**src/rtl/dbc_pkg.sv**
```systemverilog
package dbc_pkg;
    localparam logic [31:0] MSG_ALIVE      = 32'h1;
    localparam logic [31:0] MSG_CONNECT    = 32'h2;
    localparam logic [31:0] MSG_DISCONNECT = 32'h3;
    localparam logic [31:0] MSG_DATA       = 32'h5;

    localparam logic [7:0] CHAR_LF = 8'h0A;
    localparam logic [7:0] CHAR_CR = 8'h0D;

    // host register map
    localparam logic [1:0] HA_MB_H2L   = 2'd0;
    localparam logic [1:0] HA_MB_L2H   = 2'd1;
    localparam logic [1:0] HA_DB_HOST  = 2'd2;
    localparam logic [1:0] HA_DB_LOCAL = 2'd3;

    // local status word bit positions
    localparam int CSR_LOC_PEND  = 20;
    localparam int CSR_LOC_EN    = 16;
    localparam int CSR_HOST_PEND = 12;
    localparam int CSR_HOST_EN   = 8;

    typedef enum logic [1:0] {TX_IDLE, TX_WAIT, TX_CR} tx_state_e;
    typedef enum logic {RX_IDLE, RX_SERVICE} rx_state_e;
endpackage

```
**src/rtl/dbc_rx_ring.sv**
```systemverilog
module dbc_rx_ring #(
    parameter int DEPTH = 256,
    parameter int W     = 8
) (
    input  logic                     clk,
    input  logic                     rst_n,
    input  logic                     flush,
    input  logic                     push,
    input  logic [W-1:0]             push_data,
    input  logic                     pop,
    output logic [W-1:0]             rd_data,
    output logic [$clog2(DEPTH):0]   count,
    output logic                     not_empty
);
    localparam int AW = $clog2(DEPTH);
    localparam int CW = AW + 1;
    localparam logic [AW-1:0] LAST = AW'(DEPTH - 1);
    localparam logic [CW-1:0] CAP  = CW'(DEPTH);

    logic [W-1:0]  mem [DEPTH];
    logic [AW-1:0] wptr, rptr;
    logic [CW-1:0] cnt;
    logic          do_push, do_pop;

    function automatic logic [AW-1:0] step(input logic [AW-1:0] p);
        return (p == LAST) ? '0 : p + 1'b1;
    endfunction

    assign do_push = push && (cnt != CAP);
    assign do_pop  = pop && (cnt != '0);

    always_ff @(posedge clk or negedge rst_n) begin
        if (!rst_n) begin
            wptr <= '0;
            rptr <= '0;
            cnt  <= '0;
        end else if (flush) begin
            wptr <= '0;
            rptr <= '0;
            cnt  <= '0;
        end else begin
            if (do_push) wptr <= step(wptr);
            if (do_pop)  rptr <= step(rptr);
            cnt <= cnt + CW'(do_push) - CW'(do_pop);
        end
    end

    always_ff @(posedge clk) begin
        if (do_push && !flush) mem[wptr] <= push_data;
    end

    assign rd_data   = mem[rptr];
    assign count     = cnt;
    assign not_empty = (cnt != '0);
endmodule

```
**src/rtl/dbc_tx_engine.sv**
```systemverilog
module dbc_tx_engine
    import dbc_pkg::*;
#(
    parameter int CHAR_W = 8,
    parameter int WORD_W = 32
) (
    input  logic              clk,
    input  logic              rst_n,
    input  logic              tx_valid,
    input  logic [CHAR_W-1:0] tx_char,
    input  logic              mb_busy,
    output logic              tx_ready,
    output logic              mb_we,
    output logic [WORD_W-1:0] mb_wdata,
    output logic              ring_data
);
    tx_state_e         state_q, state_d;
    logic [CHAR_W-1:0] char_q;
    logic [CHAR_W-1:0] out_char;

    always_ff @(posedge clk or negedge rst_n) begin
        if (!rst_n) begin
            state_q <= TX_IDLE;
            char_q  <= '0;
        end else begin
            state_q <= state_d;
            if (tx_valid && state_q == TX_IDLE) char_q <= tx_char;
        end
    end

    always_comb begin
        state_d = state_q;
        unique case (state_q)
            TX_IDLE: if (tx_valid) state_d = TX_WAIT;
            TX_WAIT: if (!mb_busy)
                         state_d = (char_q == CHAR_W'(CHAR_LF)) ? TX_CR : TX_IDLE;
            TX_CR:   if (!mb_busy) state_d = TX_IDLE;
            default: state_d = TX_IDLE;
        endcase
    end

    always_comb begin
        tx_ready  = (state_q == TX_IDLE);
        mb_we     = (state_q != TX_IDLE) && !mb_busy;
        out_char  = (state_q == TX_CR) ? CHAR_W'(CHAR_CR) : char_q;
        mb_wdata  = {1'b1, {(WORD_W-1-CHAR_W){1'b0}}, out_char};
        ring_data = mb_we;
    end
endmodule

```
**src/rtl/dbell_console_bridge.sv**
```systemverilog
module dbell_console_bridge
    import dbc_pkg::*;
#(
    parameter int DEPTH       = 256,
    parameter int FULL_MARGIN = 4
) (
    input  logic        clk,
    input  logic        rst_n,
    input  logic        h_we,
    input  logic [1:0]  h_addr,
    input  logic [31:0] h_wdata,
    output logic [31:0] h_rdata,
    output logic        host_irq,
    input  logic        l_csr_we,
    input  logic [31:0] l_csr_wdata,
    output logic [31:0] l_csr_rdata,
    output logic        loc_irq,
    output logic        rx_avail,
    output logic [7:0]  rx_char,
    input  logic        rx_pop,
    output logic        link_up,
    input  logic        tx_valid,
    input  logic [7:0]  tx_char,
    output logic        tx_ready
);
    localparam int CW = $clog2(DEPTH) + 1;
    localparam logic [CW-1:0] HOLD_AT = CW'(DEPTH - FULL_MARGIN);
    localparam logic [CW-1:0] CAP     = CW'(DEPTH);

    logic [31:0]   mb_h2l, mb_l2h, db_loc, db_host;
    logic [1:0]    loc_en, host_en;
    logic          full_q, link_q;
    rx_state_e     rx_state_q, rx_state_d;
    logic [CW-1:0] rx_count;

    logic svc_ack, svc_push, svc_clr_mb, svc_flush, svc_set_full;
    logic svc_link_set, svc_link_clr, svc_ring_alive, full_release;
    logic hw_mb_h2l, hw_mb_l2h, hw_db_host, hw_db_loc;
    logic        tx_mb_we, tx_ring;
    logic [31:0] tx_mb_wdata;

    assign hw_mb_h2l  = h_we && (h_addr == HA_MB_H2L);
    assign hw_mb_l2h  = h_we && (h_addr == HA_MB_L2H);
    assign hw_db_host = h_we && (h_addr == HA_DB_HOST);
    assign hw_db_loc  = h_we && (h_addr == HA_DB_LOCAL);

    assign loc_irq  = (db_loc != '0) && (loc_en != '0);
    assign host_irq = (db_host != '0) && (host_en != '0);

    // receive engine: state register
    always_ff @(posedge clk or negedge rst_n) begin
        if (!rst_n) rx_state_q <= RX_IDLE;
        else        rx_state_q <= rx_state_d;
    end

    always_comb begin
        rx_state_d = rx_state_q;
        unique case (rx_state_q)
            RX_IDLE:    if (loc_irq) rx_state_d = RX_SERVICE;
            RX_SERVICE: rx_state_d = RX_IDLE;
            default:    rx_state_d = RX_IDLE;
        endcase
    end

    // receive engine: actions
    always_comb begin
        svc_ack = 1'b0; svc_push = 1'b0; svc_clr_mb = 1'b0; svc_flush = 1'b0;
        svc_set_full = 1'b0; svc_link_set = 1'b0; svc_link_clr = 1'b0;
        svc_ring_alive = 1'b0;
        if (rx_state_q == RX_SERVICE) begin
            svc_ack = 1'b1;
            unique case (db_loc)
                MSG_ALIVE:      svc_ring_alive = 1'b1;
                MSG_CONNECT: begin
                    svc_flush    = 1'b1;
                    svc_clr_mb   = 1'b1;
                    svc_link_set = 1'b1;
                end
                MSG_DISCONNECT: svc_link_clr = 1'b1;
                MSG_DATA: begin
                    svc_push = (rx_count != CAP);
                    if (rx_count >= HOLD_AT) svc_set_full = 1'b1;
                    else                     svc_clr_mb   = 1'b1;
                end
                default: ;
            endcase
        end
    end

    assign full_release = full_q && (rx_count < HOLD_AT) && (rx_state_q == RX_IDLE);

    always_ff @(posedge clk or negedge rst_n) begin
        if (!rst_n) begin
            mb_h2l  <= '0;
            mb_l2h  <= '0;
            db_loc  <= '0;
            db_host <= '0;
            loc_en  <= '0;
            host_en <= '0;
            full_q  <= 1'b0;
            link_q  <= 1'b0;
        end else begin
            if (hw_mb_h2l && mb_h2l == '0)      mb_h2l <= h_wdata;
            else if (svc_clr_mb || full_release) mb_h2l <= '0;

            if (tx_mb_we)       mb_l2h <= tx_mb_wdata;
            else if (hw_mb_l2h) mb_l2h <= h_wdata;

            db_host <= (db_host & ~(hw_db_host ? h_wdata : 32'h0))
                     | (svc_ring_alive ? MSG_ALIVE : 32'h0)
                     | (tx_ring ? MSG_DATA : 32'h0);
            db_loc  <= (db_loc & ~(svc_ack ? db_loc : 32'h0))
                     | (hw_db_loc ? h_wdata : 32'h0);

            if (l_csr_we) begin
                loc_en  <= l_csr_wdata[CSR_LOC_EN +: 2];
                host_en <= l_csr_wdata[CSR_HOST_EN +: 2];
            end

            if (svc_flush || full_release) full_q <= 1'b0;
            else if (svc_set_full)         full_q <= 1'b1;

            if (svc_link_set)      link_q <= 1'b1;
            else if (svc_link_clr) link_q <= 1'b0;
        end
    end

    always_comb begin
        l_csr_rdata = '0;
        l_csr_rdata[CSR_LOC_PEND]       = (db_loc != '0);
        l_csr_rdata[CSR_LOC_EN +: 2]    = loc_en;
        l_csr_rdata[CSR_HOST_PEND]      = (db_host != '0);
        l_csr_rdata[CSR_HOST_EN +: 2]   = host_en;
    end

    always_comb begin
        unique case (h_addr)
            HA_MB_H2L:  h_rdata = mb_h2l;
            HA_MB_L2H:  h_rdata = mb_l2h;
            HA_DB_HOST: h_rdata = db_host;
            default:    h_rdata = db_loc;
        endcase
    end

    assign link_up = link_q;

    dbc_rx_ring #(.DEPTH(DEPTH), .W(8)) ring_i (
        .clk       (clk),
        .rst_n     (rst_n),
        .flush     (svc_flush),
        .push      (svc_push),
        .push_data (mb_h2l[7:0]),
        .pop       (rx_pop),
        .rd_data   (rx_char),
        .count     (rx_count),
        .not_empty (rx_avail)
    );

    dbc_tx_engine #(.CHAR_W(8), .WORD_W(32)) tx_i (
        .clk       (clk),
        .rst_n     (rst_n),
        .tx_valid  (tx_valid),
        .tx_char   (tx_char),
        .mb_busy   (mb_l2h != '0),
        .tx_ready  (tx_ready),
        .mb_we     (tx_mb_we),
        .mb_wdata  (tx_mb_wdata),
        .ring_data (tx_ring)
    );
endmodule

```
**config.mk**
```make
export PLATFORM = sky130hd
export DESIGN_NAME = dbell_console_bridge
export DESIGN_NICKNAME = d
export VERILOG_FILES = /design/src/rtl/dbc_pkg.sv /design/src/rtl/dbc_rx_ring.sv /design/src/rtl/dbc_tx_engine.sv /design/src/rtl/dbell_console_bridge.sv
export SDC_FILE = /design/constraint.sdc
export NUM_CORES = 2
export LEC_CHECK = 0
export BUFFER_PORTS_ARGS = -buffer_cell sky130_fd_sc_hd__buf_2
export CORE_MARGIN = 2
export CORE_UTILIZATION = 59
export CTS_BUF_LIST = sky130_fd_sc_hd__clkbuf_8
export DETAILED_ROUTE_END_ITERATION = 6
export PLACE_DENSITY = 0.84
export SETUP_SLACK_MARGIN = 0.5
export SKIP_LAST_GASP = 1
export SLEW_MARGIN = 40
export SYNTH_ARGS = -nofsm -noshare
export SYNTH_HDL_FRONTEND = slang
export SYNTH_SLANG_ARGS = --single-unit
```
**constraint.sdc**
```tcl
create_clock -name clk -period 5.25 [get_ports clk]
set_clock_uncertainty 0.15 [all_clocks]
set_input_delay 0.2625 -clock clk [delete_from_list [all_inputs] [get_ports clk]]
set_output_delay 0.2625 -clock clk [all_outputs]
set_load 0.03 [all_outputs]
```
* After elaboration in Yosys (flattened, before gate mapping)
Memories as Yosys holds them, arrays and structs flattened. Index checks and enable logic that the tools add are counted.
Storage, ports and cells: register bits 170, RAM bits 2048, bits of input ports 80, output and inout port bits 77, word-level logic and storage cells 126, memories 1
Memory list:
- ring_i.mem | depth 256, width 8, rd ports 1, clocked after Yosys merged registers in 0, wr ports 1, RTL line dbc_rx_ring.sv:20 | logic [W-1:0] mem [DEPTH];
Cells by class: $add $sub $neg 4, magnitude comparators 2, equality and inequality tests 16, mux-type cells 46, bitwise gates (word level) 8, reduce and logical (&&, ||, !) cells 35
Operators by type and width (count):
- $mux 32 | 7
- $pmux 32 s3 | 1
- $reduce_bool 32->1 | 3
- $and 32x32->32 | 2
- $eq 32x2->1 const B | 2
- $not 32->32 | 2
- $mux 8 | 7
- $eq 32x1->1 const B | 1
- $eq 32x3->1 const B | 1
- $logic_not 32->1 | 1
- $or 32x1->32 | 1
- $or 32x3->32 | 1
- $or 32x32->32 | 1
- $mux 1 | 22
- $reduce_bool 2->1 | 9
- $add 8x1->8 const B | 2
- $eq 8x8->1 const B | 2
- $logic_and 1x1->1 | 14
- $add 9x1->9 | 1
- $ge 9x8->1 const B | 1
- $lt 9x8->1 const B | 1
- $mux 9 | 1
- $ne 9x9->1 const B | 1
- $reduce_bool 9->1 | 1
- other kinds (14) | 26

* Depth between registers and ports, before layout
depth after elaboration 7, depth in mapped cells 18, mapped depth without buffers 16

* Modules after synthesis
Synthesis repeated with hierarchy kept, for this count alone.
Second synthesis, totals: cells, all modules 4567, area, all modules 88711.3 µm²
Modules (own cells, without submodules):
- dbc_rx_ring | instances 1, cells each 3883, area each 80958.9 µm², seq. area each 62124.6 µm²
- dbell_console_bridge | instances 1, cells each 620, area each 7068.0 µm², seq. area each 3378.2 µm²
- dbc_tx_engine | instances 1, cells each 64, area each 684.4 µm², seq. area each 250.2 µm²

* Least setup slack after synthesis
OpenSTA, ideal clock, no wires.
path type register to register, start register mb_h2l[2], end register mb_h2l[3], setup time 0.084 ns, arrival time 4.670 ns, data required time 5.016 ns, path slack 0.346 ns, stages on the path, launching flop included 7, path buffers 1, clock period less this slack 4.904 ns, path through dfrtp_1 > nor4_1 > nand4_1 > nor3_1 > a211oi_1 > clkbuf_1 > a22o_1
Between the ends: cells in the longest elaborated chain, start to end 3, elaborated cells on any way between the ends 4, those cells by class 1 x mux; 3 x reduce/logical
Ends and longest elaborated chain:
- start: declaration | RTL line dbell_console_bridge.sv:30 | logic [31:0] mb_h2l, mb_l2h, db_loc, db_host;
- start signal: assignment | RTL line dbell_console_bridge.sv:103 | if (hw_mb_h2l && mb_h2l == '0) mb_h2l <= h_wdata;
- $logic_not 32->1 * | RTL line dbell_console_bridge.sv:103
- $logic_and 1x1->1 * | RTL line dbell_console_bridge.sv:103
- $mux 32 or $reduce_bool 2->1 (tied branches)
Every way passes the cells marked *; elsewhere a longest branch is shown, timed or not. A chain may end at the register's enable or synchronous reset.

* Worst setup path after layout
start register ring_i.rptr[1], end output port rx_char[6]
Between the ends: cells in the longest elaborated chain, start to end 1
Ends and longest elaborated chain:
- start: declaration | RTL line dbc_rx_ring.sv:21 | logic [AW-1:0] wptr, rptr;
- start signal: assignment | RTL line dbc_rx_ring.sv:43 | if (do_pop) rptr <= step(rptr);
- $mem_v2 256x8
- end: declaration | RTL line dbell_console_bridge.sv:19 | output logic [7:0] rx_char,
Every way passes these cells.

==> summary.md <==
| Metric | Value |
|---|---|
| Synth top area share | `0.695` |
| Fin cells | `7489` |
| Synth Register Bits | `2218` |
| Antenna violations before repair | `9` |
| Io pins | `157` |
| Nets@finish | `5339` |
| Worst Setup Start Kind | `register` |
| Crit Path Category | `reg2out` |
| Inst Count DP | `6702` |
| Static Leakage | `0.0340 uW` |
| Mapped Cells | `4697` |
| Root Driver | `clkbuf_8` |
| Mapped Avg Cell Area | `18.8 um^2` |
| Sum of negative setup slack | `0 ns` |
| Vias in the first global route | `51600` |
| Post-synth EDFFs | `2048` |
| Core area | `149000 um^2` |
| Clock transition at path regs | `0.07 ns` |
| Clk sink count | `2218` |
| Critical Path RT | `4.84 ns` |
| Post-synth cell types | `74` |
| Async set-or-reset flop fraction in the synthesized netlist | `0.0766` |
| CTS tree | `yes` |
| Violated checks | `DRC` |
| Slew @ Worst Pin | `1.02 ns` |
| Die width | `391 um` |
| Area Overhead vs Synth | `14.1%` |
| Largest net degree at the start of global routing | `201` |
| Largest area contributor in the netlist | `edfxtp_1` |
| Fmax | `201 MHz` |
| Min Tclk post-route | `4.98 ns` |
| Num CTS Buffers | `343` |
| Drt pass-1 iters | `7` |
| Status | `finished with violations` |
| Vias per cell | `6.98` |
| Via count | `52300` |
| Die footprint | `153000 um^2` |
| Sequential area share after synthesis | `0.743` |
| Yosys warns | `0` |
| Fin crit share | `0.949` |
| GRT Overall Usage | `0.317` |
| Crit path arrival time | `4.57 ns` |
| GP Congestion | `0.907` |
| WL final | `248000 um` |
| Htree depth | `5` |
| Post-synth top flop | `edfxtp_1` |
| Max Slew Vio Count | `0` |
| Routed WL per cell | `33.2 um` |
| Worst-path fanout max | `28` |
| Final HPWL DP | `138000 um` |
| Synth top cells by count | `2048 x edfxtp_1, 411 x mux4_2, 343 x nor2_1` |
| Grt total ovfl | `0` |
| Worst skew pair latency | `1.06 ns` |
| Peak VDD IR | `0.532 mV` |
| Endpoints failing hold | `0` |
| Share of cells above drive strength 1 | `0.258` |
| Unrepaired setup endpoints after global routing | `true` |
| DRC viols | `33` |
| Initial DRC count | `9330` |
| First-pass GRT wire length | `348000 um` |
| Worst Setup End Kind | `output port` |
| Starting Density | `0.592` |
| FP Rows | `142` |
| Slew headroom | `0.320` |
| Post-route antenna net violation count | `0` |
| Synth top area cells | `edfxtp_1 70%, mux4_2 10%, dfrtp_1 4.8%` |
| PortBufs | `102` |
| Clock tree buffer depth | `4` |
| Hold Slack | `0.214 ns` |
| Max_cap viols | `0` |
| Cell Area, Synth | `88500 um^2` |
| Worst min-delay path class | `in2async` |
| # fillers | `8506` |
| Pwr/cell area | `505 nW/um^2` |
| Die H | `391 um` |
| Top-count cell post-synth | `edfxtp_1` |
| Finish-stage setup viols | `0` |
per-layer routing:
| metal | part of all wire | wire length [um] | GRT usage | up-vias |
|---|---|---|---|---|
| met5 | 0.00041 | 103 | 0 | - |
| met4 | 0.065 | 16100 | 0.172 | 14 |
| met3 | 0.15 | 37200 | 0.103 | 1041 |
| met2 | 0.47 | 116000 | 0.481 | 5195 |
| met1 | 0.32 | 79300 | 0.411 | 25900 |
| li1 | - | - | - | 20200 |
per-stage QoR:
step	total power, uW	setup WS [ns]	area, um^2	util
6_report	51000	0.265	101000	0.675
5_1_grt	51900	0.318	101000	0.675
4_1_cts	49400	0.330	99800	0.668
3_5_place_dp	35800	0.387	91500	0.612
3_3_place_gp	35300	0.533	91400	0.612
2_1_floorplan	30500	0.534	88600	-
worst max-delay path, cell delays in order (launching register included):
cell	delay [ns]
dfrtp_4	0.53
buf_12	0.29
and2_1	0.20
buf_4	0.56
a221oi_1	0.24
o21ai_0	0.39
a21oi_1	0.20
a21o_1	0.20
a211o_1	0.35
a32o_2	0.31
clkbuf_4	0.21
state kept, by name, summed over array words and instances, names as in the netlist, 8 cells and up:
register      count
ring_i.count      9
ring_i.wptr       8
db_host          32
mb_h2l           32
ring_i.mem     2048
mb_l2h           32
ring_i.rptr       8
tx_i.char_q       8
db_loc           32
power by group:
group,total (uW),internal (uW),switching [uW]
logic,15300,5250,10100
clock network,13300,6670,6640
registers,22300,21500,796
total,51000,33500,17500
cell usage in the layout, fill, tap and decap left out, types with 35 or more instances in the layout:
cell	n
edfxtp_1	2048
mux4_2	413
clkbuf_8	353
mux2i_1	301
nor2_1	253
buf_4	165
nand2_1	159
dfrtp_1	156
inv_1	142
dlygate4sd3_1	123
a21oi_1	120
buf_2	95
o221ai_1	89
nor2_2	89
o21ai_0	86
clkinv_1	81
o22ai_1	52
clkinv_2	41
nor3_1	35
a22o_1	35
path summary, 6_finish.rpt:
check / to / slack, ns / cells after the start / start
max: rx_char[6] / 0.27 / 10 / ring_i.rptr[1]
min: db_host[13] / 0.21 / 4 / rst_n
max reg2reg: ring_i.mem[96][5] / 0.40 / 6 / db_loc[13]
min reg2reg: db_host[2] / 0.37 / 1 / db_host[2]
max in group asynchronous: loc_en[0] / 4.04 / 4 / rst_n
min in group clk: db_host[26] / 0.27 / 5 / h_we
cell type report:
class,count,area [um^2],share of cell area
tap,2016,2520,0.0250
clock buffer,351,4830,0.0479
multi-input combinational,2134,21500,0.213
clock inverter,229,1210,0.0120
antenna,3,7.51,0.0000744
timing repair buffer,481,4840,0.0479
sequential,2218,65800,0.652
inverter,57,225,0.00223
repair_timing:
item | in CTS | in global routing
cloned | 10 | 6
resized for setup | 107 | 114
pin swaps | 5 | 25
buffers inserted | 21 | 37
hold endpoints to repair | 319 | 0
endpoints found under the setup margin | 338 | 624
hold buffers | 124 | 0
cells by family (layout without fill, tap and decap cells):
family | after synthesis | in the layout | synth area share
and+or+nand+nor | 720 | 721 | 0.0356
AOI/OAI and AO/OA | 599 | 599 | 0.0470
xor gates and xnor gates | 12 | 12 | 0.00119
muxes | 752 | 752 | 0.145
DFF | 2218 | 2218 | 0.743
adders and majority gates | 24 | 24 | 0.00348
other | 1 | 29 | 0.0000424
buffers and inverters | 371 | 1118 | 0.0240
Note: power is estimated with default switching activity, not from simulation.
